--- src/rtl/raster_pkg.sv ---
package raster_pkg;

    localparam int H_LAST_DEF = 454;
    localparam int V_LAST_DEF = 261;

    typedef enum logic {
        PH_LOW  = 1'b0,
        PH_HIGH = 1'b1
    } phase_t;

endpackage

--- src/rtl/pix_divider.sv ---
module pix_divider
    import raster_pkg::*;
(
    input  logic clk,
    input  logic rst,
    output logic pix_clk,
    output logic adv_en
);

    phase_t state_q;
    phase_t state_d;

    always_ff @(posedge clk) begin
        if (rst) state_q <= PH_LOW;
        else     state_q <= state_d;
    end

    always_comb begin
        state_d = state_q;
        unique case (state_q)
            PH_LOW:  state_d = PH_HIGH;
            PH_HIGH: state_d = PH_LOW;
        endcase
    end

    always_comb begin
        pix_clk = 1'b0;
        adv_en  = 1'b0;
        unique case (state_q)
            PH_LOW:  adv_en  = 1'b1;
            PH_HIGH: pix_clk = 1'b1;
        endcase
    end

    a_r1_rise_after_low: assert property (@(posedge clk) disable iff (rst)
        !pix_clk |=> pix_clk);
    a_r1_fall_after_high: assert property (@(posedge clk) disable iff (rst)
        pix_clk |=> !pix_clk);

endmodule

--- src/rtl/decoded_counter.sv ---
module decoded_counter #(
    parameter int LAST = 454,
    parameter int W    = $clog2(LAST + 2)
) (
    input  logic         clk,
    input  logic         rst,
    input  logic         adv_en,
    output logic [W-1:0] cnt_o,
    output logic         top_n_o,
    output logic         rst_hi_o,
    output logic         rst_lo_o
);

    localparam logic [W-1:0] DEC_MASK = W'(LAST);

    logic [W-1:0] cnt_q;
    logic         rst_q;
    logic [W-1:0] shown;
    logic [W-1:0] term_bits;
    logic         term_hit;

    assign rst_hi_o = rst_q;
    assign rst_lo_o = ~rst_q;

    // top bit cleared by the active-low copy, lower bits by the active-high copy
    always_comb begin
        shown[W-1]   = cnt_q[W-1] & rst_lo_o;
        shown[W-2:0] = cnt_q[W-2:0] & {(W-1){~rst_hi_o}};
    end

    // partial decode: only bits set in the last count take part
    for (genvar i = 0; i < W; i++) begin : g_dec
        if (DEC_MASK[i]) begin : g_use
            assign term_bits[i] = shown[i];
        end else begin : g_skip
            assign term_bits[i] = 1'b1;
        end
    end
    assign term_hit = &term_bits;

    always_ff @(posedge clk) begin
        if (rst) begin
            cnt_q <= '0;
            rst_q <= 1'b0;
        end else if (adv_en) begin
            rst_q <= term_hit;
            cnt_q <= rst_q ? W'(1) : cnt_q + W'(1);
        end
    end

    assign cnt_o   = shown;
    assign top_n_o = ~shown[W-1];

    a_r2_within_range: assert property (@(posedge clk) disable iff (rst)
        cnt_o <= DEC_MASK);
    a_r3_pulse_after_last: assert property (@(posedge clk) disable iff (rst)
        (adv_en && cnt_o == DEC_MASK) |=> (rst_hi_o && cnt_o == '0));
    a_r4_release_to_one: assert property (@(posedge clk) disable iff (rst)
        (adv_en && rst_hi_o) |=> (!rst_hi_o && cnt_o == W'(1)));
    a_r1_hold_between: assert property (@(posedge clk) disable iff (rst)
        !adv_en |=> ($stable(cnt_o) && $stable(rst_hi_o)));

endmodule

--- src/rtl/raster_timing.sv ---
module raster_timing
    import raster_pkg::*;
#(
    parameter int H_LAST = H_LAST_DEF,
    parameter int V_LAST = V_LAST_DEF,
    parameter int H_W    = $clog2(H_LAST + 2),
    parameter int V_W    = $clog2(V_LAST + 2)
) (
    input  logic           clk_osc,
    input  logic           rst,
    output logic           pix_clk,
    output logic [H_W-1:0] hpos,
    output logic           hpos_top_n,
    output logic           hrst,
    output logic           hrst_n,
    output logic [V_W-1:0] vpos,
    output logic           vpos_top_n,
    output logic           vrst,
    output logic           vrst_n
);

    logic pix_adv;
    logic line_adv;

    pix_divider u_div (
        .clk     (clk_osc),
        .rst     (rst),
        .pix_clk (pix_clk),
        .adv_en  (pix_adv)
    );

    decoded_counter #(.LAST(H_LAST), .W(H_W)) u_hcnt (
        .clk      (clk_osc),
        .rst      (rst),
        .adv_en   (pix_adv),
        .cnt_o    (hpos),
        .top_n_o  (hpos_top_n),
        .rst_hi_o (hrst),
        .rst_lo_o (hrst_n)
    );

    // line reset used as a clock enable, not as a clock
    assign line_adv = pix_adv & hrst;

    decoded_counter #(.LAST(V_LAST), .W(V_W)) u_vcnt (
        .clk      (clk_osc),
        .rst      (rst),
        .adv_en   (line_adv),
        .cnt_o    (vpos),
        .top_n_o  (vpos_top_n),
        .rst_hi_o (vrst),
        .rst_lo_o (vrst_n)
    );

    a_r6_vpos_only_at_line_end: assert property (@(posedge clk_osc) disable iff (rst)
        !(pix_adv && hrst) |=> $stable(vpos));
    a_r6_step_at_line_end: assert property (@(posedge clk_osc) disable iff (rst)
        (pix_adv && hrst && !vrst && vpos != V_W'(V_LAST)) |=> (vpos == $past(vpos) + V_W'(1)));
    a_r4_zero_in_pulse: assert property (@(posedge clk_osc) disable iff (rst)
        hrst |-> (hpos == '0));

endmodule

--- config.mk ---
export PLATFORM = sky130hd
export DESIGN_NAME = raster_timing
export DESIGN_NICKNAME = d
export VERILOG_FILES = /design/src/rtl/raster_pkg.sv /design/src/rtl/pix_divider.sv /design/src/rtl/decoded_counter.sv /design/src/rtl/raster_timing.sv
export SDC_FILE = /design/constraint.sdc
export NUM_CORES = 1
export LEC_CHECK = 0
export BUFFER_PORTS_ARGS = -buffer_cell sky130_fd_sc_hd__buf_4
export CAP_MARGIN = 20
export CORE_MARGIN = 4
export CORE_UTILIZATION = 28
export CTS_CLUSTER_DIAMETER = 30
export DETAILED_ROUTE_END_ITERATION = 12
export PLACE_DENSITY = 0.57
export RECOVER_POWER = 100
export SYNTH_ARGS = -nofsm -noshare
export SYNTH_HDL_FRONTEND = slang
export SYNTH_SLANG_ARGS = --single-unit
--- constraint.sdc ---
create_clock -name clk_osc -period 3.1 [get_ports clk_osc]
set_clock_uncertainty 0.2 [all_clocks]
set_input_delay 0.155 -clock clk_osc [delete_from_list [all_inputs] [get_ports clk_osc]]
set_output_delay 0.155 -clock clk_osc [all_outputs]
set_load 0.03 [all_outputs]
# Word level (Yosys, flattened, before mapping)
# Index checks and enable logic that the tools add are counted.
# totals
regBits,21
latch_bits,0
ram_bits,0
rom_bits,0
inputBits,2
output_inout_bits,25
elab_cells,24
n_memories,0
# op_classes
n_addsub,2
n_mul,0
div_mod_pow,0
magnitude_cmp,0
n_eq_ne,0
shift,0
muxes,5
n_bitwise,10
n_reduce_logical,2
# op_table
op,count
9-bit by 1-bit adder with 9-bit output (second input constant),2
9-bit two-way mux,2
8-bit bitwise AND,2
1-bit NOT,5
5-bit AND reduction,1
1-bit bitwise AND,3
3-bit AND reduction,1
1-bit two-way mux,2
1-bit case mux with 2 select lines,1

# Depth between registers and ports, before layout
# Gate-level depths: netlist of the first run.
# logic_depth
depth_word,3
mapped_depth,6
depth_no_buf,5

# Cells and area by module
# Synthesis of the first run repeated with hierarchy kept, for this count alone.
# hier_totals
cells_unflattened,121
area_unflattened_um2,1028.5
# modules_own_cells
mod,instances,cells_each,area_each_um2,seq_area_each_um2
decoded_counter at u_hcnt,1,60,505.5,200.2
decoded_counter at u_vcnt,1,57,489.2,200.2
pix_divider,1,3,27.5,20.0
raster_timing,1,1,6.3,0.0

# Worst setup path after synthesis of the first run
# No wires, ideal clock.
# synth_timing
path_type,reg2reg
start,reg u_vcnt.rst_q (netlist: u_vcnt.rst_hi_o)
end,reg u_vcnt.rst_q (netlist: u_vcnt.rst_hi_o)
setup_ns,0.128
t_arrival_ns,1.727
t_required_ns,2.772
setup_slack_ns,1.045
path_stages_with_launch,7
path_buffers,1
period_less_slack_ns,2.055
cell_sequence,dfxtp_1 -> clkbuf_1 -> inv_1 -> nand2_1 -> inv_1 -> nand3_1 -> a21oi_1
# synth_via
elab_chain_cells,3
word_cells_on_any_way,4
classes_between,bitwise (3); reduce/logical (1)
# synth_lines
element,line,source
start: declaration,decoded_counter.sv:17,logic rst_q;
start signal: assignment,decoded_counter.sv:46,rst_q <= term_hit;
1-bit NOT,decoded_counter.sv:23,assign rst_lo_o = ~rst_q;
named net vrst_n,raster_timing.sv:19,output logic vrst_n
1-bit bitwise AND,decoded_counter.sv:27,shown[W-1] = cnt_q[W-1] & rst_lo_o;
named net vpos[8],raster_timing.sv:16,"output logic [V_W-1:0] vpos,"
3-bit AND reduction,decoded_counter.sv:39,assign term_hit = &term_bits;
# The timed path passes the listed nets, and every way through them passes these cells.
# A chain may end at the register's enable or synchronous reset.

# Worst setup path in the final report of the first run
# layout_timing
start,reg u_hcnt.rst_q (netlist: u_hcnt.rst_hi_o)
end,reg u_vcnt.cnt_q[1]
# layout_via
elab_chain_cells,1
# layout_lines
element,line,source
start: declaration,decoded_counter.sv:17,
start signal: assignment,decoded_counter.sv:46,
1-bit bitwise AND,raster_timing.sv:43,assign line_adv = pix_adv & hrst;
end signal: assignment,decoded_counter.sv:47,cnt_q <= rst_q ? W'(1) : cnt_q + W'(1);
end: declaration,decoded_counter.sv:16,logic [W-1:0] cnt_q;
# No other way between the ends.

==> impl_metrics.ini, run 1 <==
[synth]
synth.area.top_cells = dfxtp_1 38%, nor2b_1 9.2%, a21oi_1 5.9%
post_synth_most_frequent_cells = 21 x dfxtp_1, 16 x nor2b_1, 13 x a21oi_1
yosys_most_used_dff = dfxtp_1
synth_nets = 134
synth_enable_flop_cells = 0
yosys.area.top_type = dfxtp_1
synth.ff_latch_count = 21
syn_inst = 130
post_synth.cell_area_avg_um2 = 8.412
synth_most_common_cell = dfxtp_1
synth_top_area_share_pct = 38.44
mappedNetlistArea_um2 = 1094
yosys.cell_types.count = 32
synth.yosys.seq_area_share_pct = 38.44
yosysWarningCount = 0
synth-async-reset-ratio_pct = 0

[timing]
total_negative_setup_slack_ns = 0
tightestPinTransition_ns = 0.9868
report.final.setup_viol = 0
finalHoldViolations = 0
period_needed_ns = 2.308
maxSlewHeadroom_pct = 33.51
fin_crit_sh_pct = 74.46
setup_repair_after_global_routing_missed_its_margin = no
fmax_ghz = 0.4333
final_max_slew_viol_count = 0

[clock_network]
postCtsSetupBuffers = 0
numClockSinks = 21
clock_insertion_delay_worst_skew_ns = 0.26
max-clock-path-buffers = 2
htree_levels = 1
cts-root-buf = clkbuf_8
cts.reportedPaths.clkPinSlew_ns = 0.08
clock_tree_from_tritoncts = done
cts_buf_count = 3

[layout]
finish.utilization_pct = 34.44
finalNetCount = 161
num_antenna_cells = 0
multi_input_comb_area_um2 = 609.3
drive_above_1_share_pct = 5.769
num-fill-cells = 419
final-instance-count-excl-fill = 204
storage_cell_area_um2 = 420.4
area.growth.synth_to_final_pct = 17.05

[worst_setup_path]
critPathKind = flop to flop
worst_r2r_path_cells = 3
setup.reg_to_reg.worst_slack_ns = 0.79
worst_ep_arrival_time_ns = 2.22
endpoint_kind = flop
critPathRequiredTime_ns = 3.01
critical_path.max_fanout = 16
start_kind = flop
crit-reg2reg-launch = u_hcnt.rst_hi_o
timing.rr.end = u_vcnt.cnt_q[1]

[routing]
drc_errors = 0
total_routed_wirelength_um = 2537
drt.antenna.violating_nets = 0
drt-initial-drc-count = 61
route.vias.total = 1019
post_drt_wl_per_cell_um = 12.44
first_pass_iters = 4
avgViaCountPerCell = 4.995

[floorplan]
num_io_pins = 27
fp.dieArea_um2 = 4970
die_height_um = 70.50
floorplan.initialDensity_pct = 29.43
row_count = 22
core_area_um2 = 3716
die_w_um = 70.50

[placement]
placed_cells_incl_taps = 199
gp_congestion = 0.8045
dpl.hpwl_um = 1923
place.port_buffers = 26

[run]
maxCapViolations = 0

[worst_hold_path]
min-delay-start = u_hcnt.cnt_q[8]
hold_path_end = u_hcnt.cnt_q[8]
hold_path_depth = 2
worstHoldPathType = flop to flop

[grt]
initial_antenna_violation_count = 0
grt_start_max_net_pins = 17
grt_pass1_wl_um = 4485
residual_overflow_from_global_routing = 0
grt_util_all_layers_pct = 10.76
vias_in_the_first_global_route = 973

[power_and_ir_drop]
power_density_over_cell_area_nw_per_um2 = 386.7
maximum_vdd_drop_uv = 127.7
power.static_leakage_nw = 0.4952

[run_status]
outcome = completed
-- final cells by class --
class | count | share of cell area [%]
inverter | 9 | 2.639
timing repair buffer | 27 | 8.700
multi-input combinational | 95 | 47.60
clock buffer | 4 | 3.519
sequential | 21 | 32.84
tap | 48 | 4.692
-- routing by layer --
metal	global-route usage, %	up-vias	part of all wire [%]
met1	14.62	478	49
met4	4.894	0	1.6
li1	-	512	-
met5	0	-	0
met2	16.42	25	45
met3	1.871	4	4.1
-- worst max-delay path, stage by stage, from the launching register on --
cell and delay (ns):
dfxtp_1 0.70, or2b_1 0.34, o21ai_0 0.79, nor3_1 0.13
-- power breakdown --
| group | internal [mW] | switching (mW) | leakage [nW] | total, mW |
|---|---|---|---|---|
| clock network | 0.0915 | 0.0889 | 0.0228 | 0.180 |
| registers | 0.274 | 0.00917 | 0.170 | 0.283 |
| logic | 0.0120 | 0.0198 | 0.303 | 0.0318 |
-- logic make-up (layout without fill, tap and decap cells) --
kind of cell	count (synthesis)	count (layout)	synth area share [%]
flip-flops	21	21	38.44
adder cells (fa/ha/maj)	2	2	2.288
AND/OR/NAND/NOR	62	62	35.01
buffers and inverters	14	40	5.491
AO/OA/AOI/OAI	28	28	16.25
XOR/XNOR	2	2	1.602
multiplexers	1	1	0.9154
-- per-stage QoR --
step	power, mW	setup slack, ns	instance area, um^2	hold WS (ns)
floorplan	0.3141	1.045	1094	0.2160
global placement	0.3240	1.282	1323	0.1819
detailed placement	0.3245	1.236	1323	0.1859
CTS	0.5044	1.212	1378	0.2940
global route	0.5173	0.5907	1280	0.3168
finish	0.4950	0.7919	1280	0.2946
-- flip-flops by register name, summed over array words and instances (netlist names) --
name	flops
u_div.state_q	1
u_hcnt.cnt_q	9
u_vcnt.cnt_q	9
u_vcnt.rst_hi_o	1
u_hcnt.rst_hi_o	1
-- what timing repair did --
item                                   4_1_cts  5_1_grt
hold buffers                                 1        0
resized for setup                            0        0
endpoints found under the hold margin        6        0
-- worst max-delay path by stage --
stage	start	depth (start not counted)	slack, ns	to
2_1_floorplan	u_vcnt.rst_hi_o	6	1.05	u_vcnt.rst_hi_o
3_3_place_gp	u_hcnt.rst_hi_o	3	1.28	u_vcnt.cnt_q[7]
3_5_place_dp	u_hcnt.rst_hi_o	3	1.24	u_vcnt.cnt_q[7]
4_1_cts	u_hcnt.rst_hi_o	3	1.21	u_vcnt.cnt_q[7]
5_1_grt	u_hcnt.rst_hi_o	3	0.59	u_vcnt.cnt_q[1]
6_report	u_hcnt.rst_hi_o	3	0.79	u_vcnt.cnt_q[1]
-- cell usage in the layout (no fill, tap or decap), types with 3 or more instances in the layout --
| cell | n |
|---|---|
| clkbuf_1 | 26 |
| inv_1 | 9 |
| nand2_1 | 11 |
| nand3_1 | 5 |
| dfxtp_1 | 21 |
| or4_1 | 6 |
| nor2b_1 | 16 |
| clkbuf_8 | 3 |
| o21ai_0 | 3 |
| nor2_1 | 10 |
| or3_1 | 3 |
| o31ai_1 | 6 |
| a21oi_1 | 13 |
Note: power is estimated with default switching activity, not from simulation.
==> run 2: changes to the inputs <==
--- a/config.mk
+++ b/config.mk
@@ -5,6 +5,7 @@
 export SDC_FILE = /design/constraint.sdc
 export NUM_CORES = 1
 export LEC_CHECK = 0
+export ABC_AREA = 1
 export BUFFER_PORTS_ARGS = -buffer_cell sky130_fd_sc_hd__buf_4
 export CAP_MARGIN = 20
 export CORE_MARGIN = 4
==> constraint.sdc (replaced) <==
create_clock -name clk_osc -period 2.3 [get_ports clk_osc]
set_clock_uncertainty 0.2 [all_clocks]
set_input_delay 0.115 -clock clk_osc [delete_from_list [all_inputs] [get_ports clk_osc]]
set_output_delay 0.115 -clock clk_osc [all_outputs]
set_load 0.03 [all_outputs]
==> impl_metrics.ini, run 2 <==
[timing]
whs_ns = 0.3123
report.final.setup_viol = 0
finalHoldViolations = 0
fin_crit_sh_pct = 81.52
total_negative_setup_slack_ns = 0
fmax_ghz = 0.5333
setup_repair_after_global_routing_missed_its_margin = no
tightestPinTransition_ns = 0.7204
final_max_slew_viol_count = 0
timing.final.ws_setup_ns = 0.4250
period_needed_ns = 1.875
maxSlewHeadroom_pct = 51.97

[layout]
largestRegisters = u_hcnt.cnt_q: 9 flops, u_vcnt.cnt_q: 9 flops
area.growth.synth_to_final_pct = 17.54
layout.cells.most_common_list = 40 x nor2_1, 36 x nand2_1, 28 x inv_1, 26 x clkbuf_1, 21 x dfxtp_1
num_antenna_cells = 0
num-fill-cells = 438
finish.utilization_pct = 35.14
drive_above_1_share_pct = 9.314
layout.cells.most_common = nor2_1
finalNetCount = 209

[floorplan]
die_w_um = 71.45
floorplan.initialDensity_pct = 29.89
row_count = 22
num_io_pins = 27
fp.dieArea_um2 = 5105
core_area_um2 = 3771
die_height_um = 71.45

[worst_setup_path]
critPathKind = flop to flop
crit_chain = clkbuf_1 > nand2_4 > o21ai_0 > nor3_1
critPathRequiredTime_ns = 2.23
start_kind = flop
critical_path.max_fanout = 14
crit_path_top_delay_cell = clkbuf_1
cp_num_buf_inv = 1
endpoint_kind = flop
timing.critical_path.max_delay_family = buffers and inverters
max_stage_delay_ns = 0.55
worst_ep_arrival_time_ns = 1.81

[placement]
place.port_buffers = 26
dpl.hpwl_um = 1920
gp_congestion = 0.7695
pre_cts_ws_ns = 0.8140

[synth]
synth-async-reset-ratio_pct = 0
synth.yosys.seq_area_share_pct = 37.29
yosysWarningCount = 0
post_synth_most_frequent_cells = 40 x nor2_1, 35 x nand2_1, 28 x inv_1
post_synth.cell_area_avg_um2 = 6.479
yosys_most_used_dff = dfxtp_1
synth.area.top_cells = dfxtp_1 37%, nor2_1 13%, nand2_1 12%
synth.ff_latch_count = 21
synth_top_area_share_pct = 37.29
syn_inst = 174
mappedNetlistArea_um2 = 1127
synth_most_common_cell = nor2_1
synth_nets = 178
synth_enable_flop_cells = 0
yosys.area.top_type = dfxtp_1
yosys.cell_types.count = 22

[power_and_ir_drop]
power_density_over_cell_area_nw_per_um2 = 503.0
power.static_leakage_nw = 0.5687
maximum_vdd_drop_uv = 208.5
finalPower_mw = 0.6664

[clock_network]
cts.reportedPaths.clkPinSlew_ns = 0.08
clock_tree_from_tritoncts = done
cts_buf_count = 3
cts-root-buf = clkbuf_8
max-clock-path-buffers = 2
cts_resized = 0
clock_insertion_delay_worst_skew_ns = 0.26
postCtsSetupBuffers = 0
htree_levels = 1
numClockSinks = 21

[grt]
vias_in_the_first_global_route = 939
grt_start_max_net_pins = 15
grt_pass1_wl_um = 4174
residual_overflow_from_global_routing = 0
grt_util_all_layers_pct = 10.02
initial_antenna_violation_count = 0

[routing]
drt.antenna.violating_nets = 0
route.vias.total = 1090
total_routed_wirelength_um = 2515
drt-initial-drc-count = 61
post_drt_wl_per_cell_um = 9.980
avgViaCountPerCell = 4.325
drc_errors = 0
first_pass_iters = 4

[run_status]
outcome = completed

[worst_hold_path]
worstHoldPathType = flop to flop

[run]
maxCapViolations = 0
[run 2: changes by cell type in the layout (fill, tap and decap cells not counted), moves of 3 or more]
cell / change
or4_1: -6
o31ai_1: -6
inv_1: +19
or3_1: -3
nand2_1: +25
nor2b_1: -16
a21oi_1: -6
nor2_1: +30
nand3_1: +8
nor3_1: +3
[run 2: timing repair]
action | in CTS | in global routing
endpoints found under the setup margin | 0 | 0
hold endpoints to repair | 7 | 0
hold buffers | 1 | 0
[run 2: final cells by class]
cell class | count | area [um^2] | share of cell area (%)
Clock inverter | 1 | 5.005 | 0.3777
Tap cell | 48 | 60.06 | 4.533
Inverter | 31 | 121.4 | 9.160
Multi-Input combinational cell | 120 | 561.8 | 42.40
Timing Repair Buffer | 28 | 115.1 | 8.687
Sequential cell | 21 | 420.4 | 31.73
Clock buffer | 3 | 41.29 | 3.116
[run 2: worst paths after layout]
check / startpoint / end / slack [ns] / depth (start not counted)
max: u_hcnt.rst_hi_o / u_vcnt.cnt_q[3] / 0.42 / 4
min: u_hcnt.cnt_q[1] / u_hcnt.cnt_q[1] / 0.31 / 2
max reg2reg: u_hcnt.rst_hi_o / u_vcnt.cnt_q[3] / 0.42 / 4
min reg2reg: u_hcnt.cnt_q[1] / u_hcnt.cnt_q[1] / 0.31 / 2
[run 2: logic make-up after synthesis]
logic type | Yosys count | share of synthesized area, %
buf+inv | 33 | 11.65
fa+ha+maj | 2 | 2.219
simple gates | 102 | 39.73
compound gates | 16 | 9.101
flops | 21 | 37.29
[run 2: worst reg2reg max path: stages (launching register included)]
cell and delay (ns):
dfxtp_1 0.31, clkbuf_1 0.55, nand2_4 0.18, o21ai_0 0.41, nor3_1 0.11
[run 2: power breakdown]
group	switching, mW	total, mW	internal, mW	leakage (nW)
Sequential	0.00727	0.376	0.369	0.170
Combinational	0.0341	0.0479	0.0138	0.373
Clock	0.122	0.243	0.121	0.0255
[run 2: per-stage QoR]
stage                     cell area [um^2]  std cells
after CTS                             1436        252
after global placement                1380        247
final                                 1325        252
after floorplan                       1127        174
after detailed placement              1380        247
after global routing                  1325        252
[run 2: per-layer routing]
| metal | up-vias | GRT usage, % | wire, um |
|---|---|---|---|
| met2 | 22 | 14.59 | 1030 |
| li1 | 596 | - | - |
| met1 | 467 | 13.78 | 1323 |
| met5 | - | 0 | 0 |
| met4 | 0 | 5.637 | 56 |
| met3 | 5 | 1.823 | 105 |
==> run 3: changes to the inputs <==
--- a/config.mk
+++ b/config.mk
@@ -12,7 +12,7 @@
 export CORE_UTILIZATION = 28
 export CTS_CLUSTER_DIAMETER = 30
 export DETAILED_ROUTE_END_ITERATION = 12
-export PLACE_DENSITY = 0.57
+export PLACE_DENSITY = 0.59
 export RECOVER_POWER = 100
 export SYNTH_ARGS = -nofsm -noshare
 export SYNTH_HDL_FRONTEND = slang
==> constraint.sdc (replaced) <==
create_clock -name clk_osc -period 1.7 [get_ports clk_osc]
set_clock_uncertainty 0.2 [all_clocks]
set_input_delay 0.085 -clock clk_osc [delete_from_list [all_inputs] [get_ports clk_osc]]
set_output_delay 0.085 -clock clk_osc [all_outputs]
set_load 0.03 [all_outputs]
==> impl_metrics.ini, run 3 (synthesized netlist as in run 2, its figures left out) <==
[run_status]
outcome = completed

[floorplan]
num_io_pins = 27
core_area_um2 = 3771
row_count = 22
die_height_um = 71.45
fp.dieArea_um2 = 5105
die_w_um = 71.45
floorplan.initialDensity_pct = 29.89

[worst_setup_path]
worstSetupStartpoint = u_vcnt.rst_hi_o
endpoint_kind = output pin
critPathKind = flop to output pin
critPathRequiredTime_ns = 1.41
crit-reg2reg-launch = u_hcnt.cnt_q[0]
critical_path.max_fanout = 7
worst_ep_arrival_time_ns = 1.25
start_kind = flop

[timing]
report.final.setup_viol = 0
total_negative_setup_slack_ns = 0
fin_crit_sh_pct = 90.55
fmax_ghz = 0.6496
tightestPinTransition_ns = 0.4383
whs_ns = 0.3087
finalHoldViolations = 0
final_max_slew_viol_count = 0
setup_repair_after_global_routing_missed_its_margin = no
period_needed_ns = 1.539
maxSlewHeadroom_pct = 70.47

[layout]
num_antenna_cells = 0
layout.cells.most_common = nor2_1
largestRegisters = u_hcnt.cnt_q: 9 flops, u_vcnt.cnt_q: 9 flops
area.growth.synth_to_final_pct = 20.64
layout.cells.most_common_list = 40 x nor2_1, 36 x nand2_1, 28 x inv_1, 21 x dfxtp_1, 14 x clkbuf_2
drive_above_1_share_pct = 16.99
finish.utilization_pct = 36.07
finalNetCount = 211
num-fill-cells = 434

[clock_network]
postCtsSetupBuffers = 0
numClockSinks = 21
cts_buf_count = 3
cts-root-buf = clkbuf_8
cts.reportedPaths.clkPinSlew_ns = 0.08
cts_resized = 0
max-clock-path-buffers = 2
clock_insertion_delay_worst_skew_ns = 0.26
cts.hold.buffers_added = 1
htree_levels = 1
clock_tree_from_tritoncts = done

[grt]
residual_overflow_from_global_routing = 0
vias_in_the_first_global_route = 1028
grt_util_all_layers_pct = 10.50
grt_start_max_net_pins = 14
grt_pass1_wl_um = 4409
initial_antenna_violation_count = 0

[routing]
drc_errors = 0
first_pass_iters = 4
post_drt_wl_per_cell_um = 10.20
drt-initial-drc-count = 72
drt.antenna.violating_nets = 0
avgViaCountPerCell = 4.378
route.vias.total = 1112
total_routed_wirelength_um = 2591

[power_and_ir_drop]
power_density_over_cell_area_nw_per_um2 = 673.7
power.static_leakage_nw = 0.6268
maximum_vdd_drop_uv = 311.4
finalPower_mw = 0.9162

[worst_hold_path]
min-delay-start = u_vcnt.cnt_q[5]
worstHoldPathType = flop to flop

[placement]
gp_congestion = 0.8038
dpl.hpwl_um = 1995
place.port_buffers = 26

[run]
maxCapViolations = 0
==> run 3: changes by cell type in the layout (fill, tap and decap cells not counted), sizes merged <==
cell and delta:
buf +3, clkinv -1
==> run 3: final cells by class <==
cell class	count	area, um^2	share of cell area, %
flip-flops and latches	21	420.4	30.91
multi-input cells	120	561.8	41.31
repair buffers	30	151.4	11.13
well taps	48	60.06	4.416
clock buffers	4	45.04	3.312
inverters	31	121.4	8.924
==> run 3: through the flow <==
| step | worst slack, ns | instance area (um^2) | cells |
|---|---|---|---|
| 3_5_place_dp | 0.2764 | 1395 | 249 |
| 4_1_cts | 0.2290 | 1450 | 254 |
| 3_3_place_gp | 0.2406 | 1395 | 249 |
| 6_report | 0.1606 | 1360 | 254 |
| 2_1_floorplan | 0.002917 | 1127 | 174 |
| 5_1_grt | 0.06666 | 1360 | 254 |
==> run 3: final timing paths <==
kind	to	slack (ns)	cells past startpoint
max	vpos[8]	0.16	3
min	u_vcnt.cnt_q[5]	0.31	2
max reg2reg	u_hcnt.cnt_q[8]	0.25	7
min reg2reg	u_vcnt.cnt_q[5]	0.31	2
==> run 3: worst max-delay path, cell delays in order (launching register included) <==
cell and delay, ns:
dfxtp_1 0.35, buf_4 0.17, nor2_1 0.14, clkbuf_1 0.33
==> run 3: metal layers <==
metal	global-route usage, %	vias up	wire [um]
met5	0	-	0
met4	3.967	0	41
met3	1.823	4	102
met2	16.43	26	1098
met1	14.37	487	1349
li1	-	595	-
==> run 3: power by group <==
part | internal (mW) | switching (mW) | leakage [nW]
combinational | 0.0220 | 0.0486 | 0.434
clock | 0.167 | 0.172 | 0.0228
sequential | 0.499 | 0.00790 | 0.170
total | 0.688 | 0.228 | 0.627
